--- src/rtl/uart_irq_pkg.sv ---
package uart_irq_pkg;
  localparam int NSRC    = 5;
  localparam int SRC_ERR = 0;
  localparam int SRC_TMO = 1;
  localparam int SRC_RXD = 2;
  localparam int SRC_TXE = 3;
  localparam int SRC_MSR = 4;

  typedef logic [2:0] iid_code_t;

  // cause index (0 = highest priority) to identification code
  function automatic iid_code_t src_code(input int idx);
    case (idx)
      SRC_ERR: return 3'b011;
      SRC_TMO: return 3'b110;
      SRC_RXD: return 3'b010;
      SRC_TXE: return 3'b001;
      default: return 3'b000;
    endcase
  endfunction

  // one-hot of the lowest set index
  function automatic logic [NSRC-1:0] first_set(input logic [NSRC-1:0] v);
    logic [NSRC-1:0] r;
    r = '0;
    for (int i = NSRC - 1; i >= 0; i--) begin
      if (v[i]) r = NSRC'(1) << i;
    end
    return r;
  endfunction
endpackage

--- src/rtl/uart_irq_flags.sv ---
module uart_irq_flags #(
  parameter int NSRC = 5
) (
  input  logic            clk,
  input  logic            rst_n,
  input  logic [NSRC-1:0] set_i,
  input  logic [NSRC-1:0] clr_i,
  output logic [NSRC-1:0] pend_o
);
  for (genvar g = 0; g < NSRC; g++) begin : g_flag
    always_ff @(posedge clk) begin
      if (!rst_n)         pend_o[g] <= 1'b0;
      else if (set_i[g])  pend_o[g] <= 1'b1;
      else if (clr_i[g])  pend_o[g] <= 1'b0;
    end

    AST_SET_WINS: assert property (@(posedge clk) disable iff (!rst_n)
      set_i[g] |=> pend_o[g]);

    AST_CLEAR_DROPS: assert property (@(posedge clk) disable iff (!rst_n)
      (clr_i[g] && !set_i[g]) |=> !pend_o[g]);
  end
endmodule

--- src/rtl/uart_irq_enable.sv ---
module uart_irq_enable #(
  parameter int DW = 8
) (
  input  logic          clk,
  input  logic          rst_n,
  input  logic          wr_i,
  input  logic [DW-1:0] wdata_i,
  input  logic          fifo_on_i,
  input  logic          txq_empty_i,
  output logic [3:0]    ien_o,
  output logic          tmo_en_o,
  output logic          rearm_tx_o,
  output logic [DW-1:0] rdata_o
);
  localparam int HI_W = DW - 4;

  logic unused_hi;
  assign unused_hi = ^wdata_i[DW-1:4];

  always_ff @(posedge clk) begin
    if (!rst_n) begin
      ien_o    <= 4'h0;
      tmo_en_o <= 1'b0;
    end else if (wr_i) begin
      ien_o    <= wdata_i[3:0];
      tmo_en_o <= wdata_i[0] & fifo_on_i;
    end
  end

  assign rearm_tx_o = wr_i & wdata_i[1] & txq_empty_i;
  assign rdata_o    = {{HI_W{1'b0}}, ien_o};

  AST_IEN_STORE: assert property (@(posedge clk) disable iff (!rst_n)
    wr_i |=> (rdata_o == {{HI_W{1'b0}}, $past(wdata_i[3:0])}));

  AST_TMO_NEEDS_FIFO: assert property (@(posedge clk) disable iff (!rst_n)
    (wr_i && !fifo_on_i) |=> !tmo_en_o);
endmodule

--- src/rtl/uart_irq_encode.sv ---
module uart_irq_encode
  import uart_irq_pkg::*;
#(
  parameter int NSRC = 5,
  parameter int DW   = 8
) (
  input  logic            clk,
  input  logic            rst_n,
  input  logic [NSRC-1:0] masked_i,
  input  logic            fifo_on_i,
  output logic [NSRC-1:0] grant_o,
  output logic            none_o,
  output logic [DW-1:0]   iid_o
);
  iid_code_t code;

  assign grant_o = first_set(masked_i);
  assign none_o  = ~|masked_i;

  always_comb begin
    code = 3'b000;
    for (int i = 0; i < NSRC; i++) begin
      if (grant_o[i]) code = src_code(i);
    end
  end

  assign iid_o = DW'({fifo_on_i ? 2'b11 : 2'b00, 2'b00, code, none_o});

  AST_ERR_ON_TOP: assert property (@(posedge clk) disable iff (!rst_n)
    masked_i[SRC_ERR] |-> (iid_o[3:1] == 3'b011));

  AST_GRANT_ONE: assert property (@(posedge clk) disable iff (!rst_n)
    $onehot0(grant_o) && (none_o == (grant_o == '0)));
endmodule

--- src/rtl/uart_irq_prio.sv ---
module uart_irq_prio
  import uart_irq_pkg::*;
#(
  parameter int DW = 8
) (
  input  logic          clk,
  input  logic          rst_n,
  input  logic          fifo_on,
  input  logic          txq_empty,
  input  logic          out_gate,
  input  logic          ien_wr,
  input  logic [DW-1:0] ien_wdata,
  output logic [DW-1:0] ien_rdata,
  input  logic          iid_rd,
  output logic [DW-1:0] iid_rdata,
  input  logic          thr_wr,
  input  logic          err_set,
  input  logic          tmo_set,
  input  logic          rxd_set,
  input  logic          txe_set,
  input  logic          msr_set,
  input  logic          err_clr,
  input  logic          tmo_clr,
  input  logic          rxd_clr,
  input  logic          msr_clr,
  output logic          irq
);
  logic [3:0]      ien_q;
  logic            tmo_en;
  logic            rearm_tx;
  logic [NSRC-1:0] src_set, src_clr, pend, en_vec, masked, grant;
  logic            none;
  logic            tx_read_clear;

  uart_irq_enable #(.DW(DW)) u_enable (
    .clk(clk), .rst_n(rst_n), .wr_i(ien_wr), .wdata_i(ien_wdata),
    .fifo_on_i(fifo_on), .txq_empty_i(txq_empty), .ien_o(ien_q),
    .tmo_en_o(tmo_en), .rearm_tx_o(rearm_tx), .rdata_o(ien_rdata)
  );

  assign tx_read_clear = iid_rd & grant[SRC_TXE];

  always_comb begin
    src_set          = '0;
    src_set[SRC_ERR] = err_set;
    src_set[SRC_TMO] = tmo_set;
    src_set[SRC_RXD] = rxd_set;
    src_set[SRC_TXE] = txe_set | rearm_tx;
    src_set[SRC_MSR] = msr_set;
    src_clr          = '0;
    src_clr[SRC_ERR] = err_clr;
    src_clr[SRC_TMO] = tmo_clr;
    src_clr[SRC_RXD] = rxd_clr;
    src_clr[SRC_TXE] = thr_wr | tx_read_clear;
    src_clr[SRC_MSR] = msr_clr;
    en_vec           = '0;
    en_vec[SRC_ERR]  = ien_q[2];
    en_vec[SRC_TMO]  = tmo_en;
    en_vec[SRC_RXD]  = ien_q[0];
    en_vec[SRC_TXE]  = ien_q[1];
    en_vec[SRC_MSR]  = ien_q[3];
  end

  uart_irq_flags #(.NSRC(NSRC)) u_flags (
    .clk(clk), .rst_n(rst_n), .set_i(src_set), .clr_i(src_clr), .pend_o(pend)
  );

  assign masked = pend & en_vec;

  uart_irq_encode #(.NSRC(NSRC), .DW(DW)) u_encode (
    .clk(clk), .rst_n(rst_n), .masked_i(masked), .fifo_on_i(fifo_on),
    .grant_o(grant), .none_o(none), .iid_o(iid_rdata)
  );

  always_ff @(posedge clk) begin
    if (!rst_n) irq <= 1'b0;
    else        irq <= out_gate & ~none;
  end

  AST_GATE_LOW: assert property (@(posedge clk) disable iff (!rst_n)
    !out_gate |=> !irq);

  AST_TX_READ_CLEAR: assert property (@(posedge clk) disable iff (!rst_n)
    (tx_read_clear && !txe_set && !rearm_tx) |=> !pend[SRC_TXE]);

  AST_THR_CLEAR: assert property (@(posedge clk) disable iff (!rst_n)
    (thr_wr && !txe_set && !rearm_tx) |=> !pend[SRC_TXE]);

  AST_REARM_TX: assert property (@(posedge clk) disable iff (!rst_n)
    rearm_tx |=> pend[SRC_TXE]);
endmodule

--- config.mk ---
export PLATFORM = sky130hd
export DESIGN_NAME = uart_irq_prio
export DESIGN_NICKNAME = d
export VERILOG_FILES = /design/src/rtl/uart_irq_pkg.sv /design/src/rtl/uart_irq_flags.sv /design/src/rtl/uart_irq_enable.sv /design/src/rtl/uart_irq_encode.sv /design/src/rtl/uart_irq_prio.sv
export SDC_FILE = /design/constraint.sdc
export NUM_CORES = 1
export LEC_CHECK = 0
export ABC_AREA = 1
export CORE_AREA = 8 8 45 47
export CTS_CLUSTER_SIZE = 10
export DETAILED_ROUTE_END_ITERATION = 7
export DIE_AREA = 0 0 53 55
export DONT_BUFFER_PORTS = 1
export GPL_ROUTABILITY_DRIVEN = 0
export GPL_TIMING_DRIVEN = 0
export PLACE_DENSITY = 0.55
export SYNTH_ARGS = -nofsm -noshare
export SYNTH_HDL_FRONTEND = slang
export SYNTH_SLANG_ARGS = --single-unit
--- constraint.sdc ---
create_clock -name clk -period 0.9 [get_ports clk]
set_input_delay 0.045 -clock clk [delete_from_list [all_inputs] [get_ports clk]]
set_output_delay 0.045 -clock clk [all_outputs]
set_load 0.005 [all_outputs]
* Word level (Yosys, flattened, before mapping) *
Index checks and enable logic that the tools add are counted.

storage, ports and cells
  bits of input ports = 25
  bits in registers = 11
  output and inout port bits = 17
  bits in writable memories = 0
  memories kept = 0
  bits in latches = 0
  bits in read-only memories = 0
  word-level logic and storage cells = 44

operators by class
  reductions and logical operators = 7
  eq/ne operators = 0
  shifts and indexed selects = 0
  multiplexer cells = 21
  bitwise operators = 8
  $mul = 0
  divide/modulo/power cells = 0
  add/sub/neg operators = 0
  magnitude comparators = 0

operator list
  operator            count
  5-bit two-way mux   5
  3-bit two-way mux   4
  1-bit two-way mux   10
  2-bit nonzero test  5
  1-bit AND           5
  5-bit AND           1
  5-bit OR reduction  1
  2-bit two-way mux   2
  1-bit OR            2
  1-bit zero test     1

* Logic depth before layout (Yosys ltp) *
  depth in word-level cells = 11
  mapped depth = 6
  depth with buffers taken out = 6

* Hierarchy *
A second synthesis with hierarchy kept.

second synthesis, totals
  cell total of the unflattened synthesis = 99
  area total of the unflattened synthesis = 628.1 µm²

by module, submodules not included
  module           area each (µm²)  seq. area each (µm²)  times used  cells an instance
  uart_irq_enable  242.7            100.1                 1           33
  uart_irq_flags   185.2            100.1                 1           26
  uart_irq_encode  117.6            0.0                   1           23
  uart_irq_prio    82.6             20.0                  1           17

* Worst setup path after synthesis *
OpenSTA, ideal clock, no wires.

  path kind = register to register
  from = register u_enable.ien_o[0]
  to = register u_flags.pend_o[3]
  library setup time = 122 ps
  slack = 45 ps
  path buffers = 0
  data required time = 778 ps
  cell stages (with the launch flop) = 7
  arrival time = 734 ps
  period minus slack after synthesis = 855 ps
  cells stage by stage = dfxtp_1 -> nand2_1 -> inv_1 -> nor2_1 -> nand3_1 -> nand2_1 -> a21oi_2

on the way
  word-level cells in the longest chain between the ends = 7

RTL lines
  item                                 line                   text
  from (decl)                          uart_irq_enable.sv:10  output logic [3:0] ien_o,
  from (signal assigned)               uart_irq_enable.sv:25  ien_o <= wdata_i[3:0];
  5-bit AND                            uart_irq_prio.sv:68    assign masked = pend & en_vec;
  5-bit two-way mux (3 in series)      uart_irq_pkg.sv:27     if (v[i]) r = NSRC'(1) << i;
  1-bit AND                            uart_irq_prio.sv:41    assign tx_read_clear = iid_rd & grant[SRC_TXE];
  1-bit OR                             uart_irq_prio.sv:54    src_clr[SRC_TXE] = thr_wr | tx_read_clear;
  2-bit nonzero test (no source line)  --
  to (signal, indexed assignment)      uart_irq_flags.sv:12   if (!rst_n) pend_o[g] <= 1'b0;
  to (signal, indexed assignment)      uart_irq_flags.sv:13   else if (set_i[g]) pend_o[g] <= 1'b1;
  to (signal, indexed assignment)      uart_irq_flags.sv:14   else if (clr_i[g]) pend_o[g] <= 1'b0;
  to (decl)                            uart_irq_flags.sv:8    output logic [NSRC-1:0] pend_o

No other way between the ends.
A chain may end at the register's enable or synchronous reset.

* Worst setup path in the final report *
  from = register u_enable.ien_o[2]
  to = output iid_rdata[0]

on the way
  word-level cells in the longest chain between the ends = 3

RTL lines
  item                line                   text
  5-bit AND           uart_irq_prio.sv:68
  5-bit OR reduction  uart_irq_encode.sv:18  assign none_o = ~|masked_i;
  1-bit zero test     uart_irq_encode.sv:18
  to (decl)           uart_irq_prio.sv:15    output logic [DW-1:0] iid_rdata,

No other way between the ends.

==> results.py <==
metrics = {
    "worst_setup_path": {
        "slowest_delay_ps": 370,
        "cp-end-kind": "output pin",
        "critical_path.top_delay_family": "flip-flops",
        "crit_type": "flop to output pin",
        "required_ps": 850,
        "path_max_fanout": 4,
        "crit_buf_inv": 2,
        "crit_arrival_ps": 1100,
        "cp_cell_sequence": "nand2_4 -> nand2_2 -> inv_2 -> nand3_2 -> a21oi_2 -> buf_4",
        "crit_path_top_delay_cell": "dfxtp_4",
        "start_kind": "flop",
    },
    "drt": {
        "route.detailed.drc": 0,
        "ant_nets": 0,
        "drtIter0Drc": 2,
        "vias_per_cell": 4.39,
        "vias": 535,
        "drt_first_pass_iters": 4,
        "wl_per_cell_um": 12.3,
        "drt-total-wl_mm": 1.51,
    },
    "global_route": {
        "antenna_found_initial": 0,
        "grt_max_degree": 9,
        "grt_pass1_vias": 557,
        "grt_overflow": 0,
        "track_usage": 0.106,
        "grt_first_pass_wirelength_mm": 2.26,
    },
    "place": {
        "preCtsSetupSlack_ps": -87.5,
        "io_buffer_count": 0,
        "post-dp-hpwl_mm": 1.05,
        "placedInstanceArea_sq_um": 571,
    },
    "yosys": {
        "synth-seq-area-share": 0.414,
        "yosys_warnings": 0,
        "async_reset_ff_frac": 0,
        "yosysMostFrequentCell": "nand2_1",
        "syn_inst": 74,
        "synth_enable_flop_cells": 0,
        "synth_ff_type": "dfxtp_1",
        "syn_area_per_cell_sq_um": 7.19,
        "synth_seq_cells": 11,
        "yosysTopAreaCellShare": 0.414,
        "yosysTopAreaCell": "dfxtp_1",
        "synth.distinct_cells": 14,
        "syn-cell-area_sq_um": 532,
        "yosys-top-cells-area": "dfxtp_1 (41%), buf_4 (13%), nand2_1 (9.9%)",
        "synthTopCellsByCount": "nand2_1 (14), dfxtp_1 (11), nor2_1 (11), inv_1 (10), buf_4 (9)",
    },
    "timing": {
        "slew_viol_final": 0,
        "finalSetupViolations": 5,
        "hold_viol_final": 0,
        "fmax_mhz": 875,
        "timing.final.crit_share": 1.27,
        "finalCriticalPeriod_ps": 1140,
        "finClkSkew_ps": 0.340,
        "setup_slack_ps": -243,
        "rsz0062_at_grt": "true",
    },
    "run": {
        "drv_cap": 0,
    },
    "cts": {
        "cts_max_path_buffers": 2,
        "ctsRootBufferMaster": "clkbuf_4",
        "cts_sinks": 11,
        "cts_tree": "built",
        "clock_latency_ps": 260,
        "cts.htree.levels": 1,
        "path_clk_slew_ps": 70,
        "cts_made_buffers": 3,
    },
    "hold_path": {
        "hold_class": "input port to flop",
    },
    "floorplanning": {
        "start_util": 0.384,
        "rows": 14,
        "die_w_um": 53,
        "core_sq_mm": 0.00138,
        "dieArea_sq_mm": 0.00292,
        "io_pins": 42,
        "die_h_um": 55,
    },
    "pwr": {
        "powerDensity_mw_per_mm2": 1260,
        "p_total_mw": 1.09,
        "ir_worst_vdd_uv": 1010,
        "p_leak_nw": 0.443,
    },
    "final_layout": {
        "postLayoutCellArea_sq_um": 867,
        "post_route_cells_drive_above_1_share": 0.377,
        "fin_util": 0.627,
        "diodes": 0,
        "area_growth_pct": 63.1,
        "nFillCells": 125,
        "final_nets": 132,
    },
    "outcome": {
        "status": "complete, but fails checks",
        "violations": "setup timing",
    },
}
-- stage by stage --
step | TNS [ps] | hold slack [ps] | std cells
2_1_floorplan | 0 | 162 | 79
3_3_place_gp | -144 | 166 | 95
3_5_place_dp | -179 | 169 | 95
4_1_cts | -715 | 34.4 | 122
5_1_grt | -1010 | 32.8 | 122
6_report | -682 | 35.9 | 122
-- report_power, final --
part           switching, mW  internal [mW]
combinational         0.0890          0.129
clock                  0.157          0.171
sequential            0.0272          0.519
total                  0.273          0.819
-- cell families (layout without fill, tap and decap cells) --
logic type      after synthesis  count (layout)  synth area share
compound gates               13              13             0.148
other cells                   1               6           0.00705
simple gates                 29              29             0.226
flops                        11              11             0.414
buf+inv                      20              47             0.205
-- area by class of cell --
class | instances | area, sq um | share of cell area
Sequential cell | 11 | 230 | 0.266
Buffer | 9 | 67.6 | 0.0779
Multi-Input combinational cell | 48 | 262 | 0.302
Inverter | 11 | 41.3 | 0.0476
Clock buffer | 4 | 26.3 | 0.0303
Tap cell | 16 | 20.0 | 0.0231
Timing Repair Buffer | 23 | 220 | 0.254
-- placed cells by master (no fill, tap or decap), types with 3 or more instances in the layout --
master,netlist,routed
dlygate4sd3_1,0,17
buf_4,9,14
dfxtp_2,0,5
conb_1,1,6
nand2_1,14,6
clkbuf_4,0,3
a21oi_1,8,8
dfxtp_1,11,5
nor2_1,11,9
nand2_2,1,7
inv_1,10,10
-- timing repair --
action | 4_1_cts | 5_1_grt
buffers inserted | 6 | 1
endpoints found under the hold margin | 11 | 0
endpoints found under the setup margin | 6 | 9
pin swaps | 8 | 1
hold buffers | 18 | 0
gates resized for setup | 15 | 6
gates cloned | 0 | 0
-- registers in the layout, summed over array words and instances, names as in the netlist --
signal / cells
irq: 1
u_enable.tmo_en_o: 1
u_enable.ien_o: 4
u_flags.pend_o: 5
-- routing by layer --
metal | GRT usage | wire [um]
met5 | 0 | 0
met4 | 0.0776 | 37
met3 | 0.0588 | 175
met2 | 0.189 | 832
met1 | 0.0858 | 460
-- final timing paths --
kind                          start                end  slack [ps]  cells after the start
setup reg to reg  u_enable.ien_o[2]  u_flags.pend_o[3]         -80                      7
hold reg to reg   u_enable.tmo_en_o  u_enable.tmo_en_o         470                      2
setup / recovery  u_enable.ien_o[2]       iid_rdata[0]        -240                      6
hold / removal            txq_empty  u_flags.pend_o[3]          40                      4
-- tightest hold or removal path: cells and delay by family --
family / cells / cell delay, ps
buffers and inverters: 2 / 100
AOI/OAI and AO/OA: 2 / 100
(Power assumes the default switching activity.)
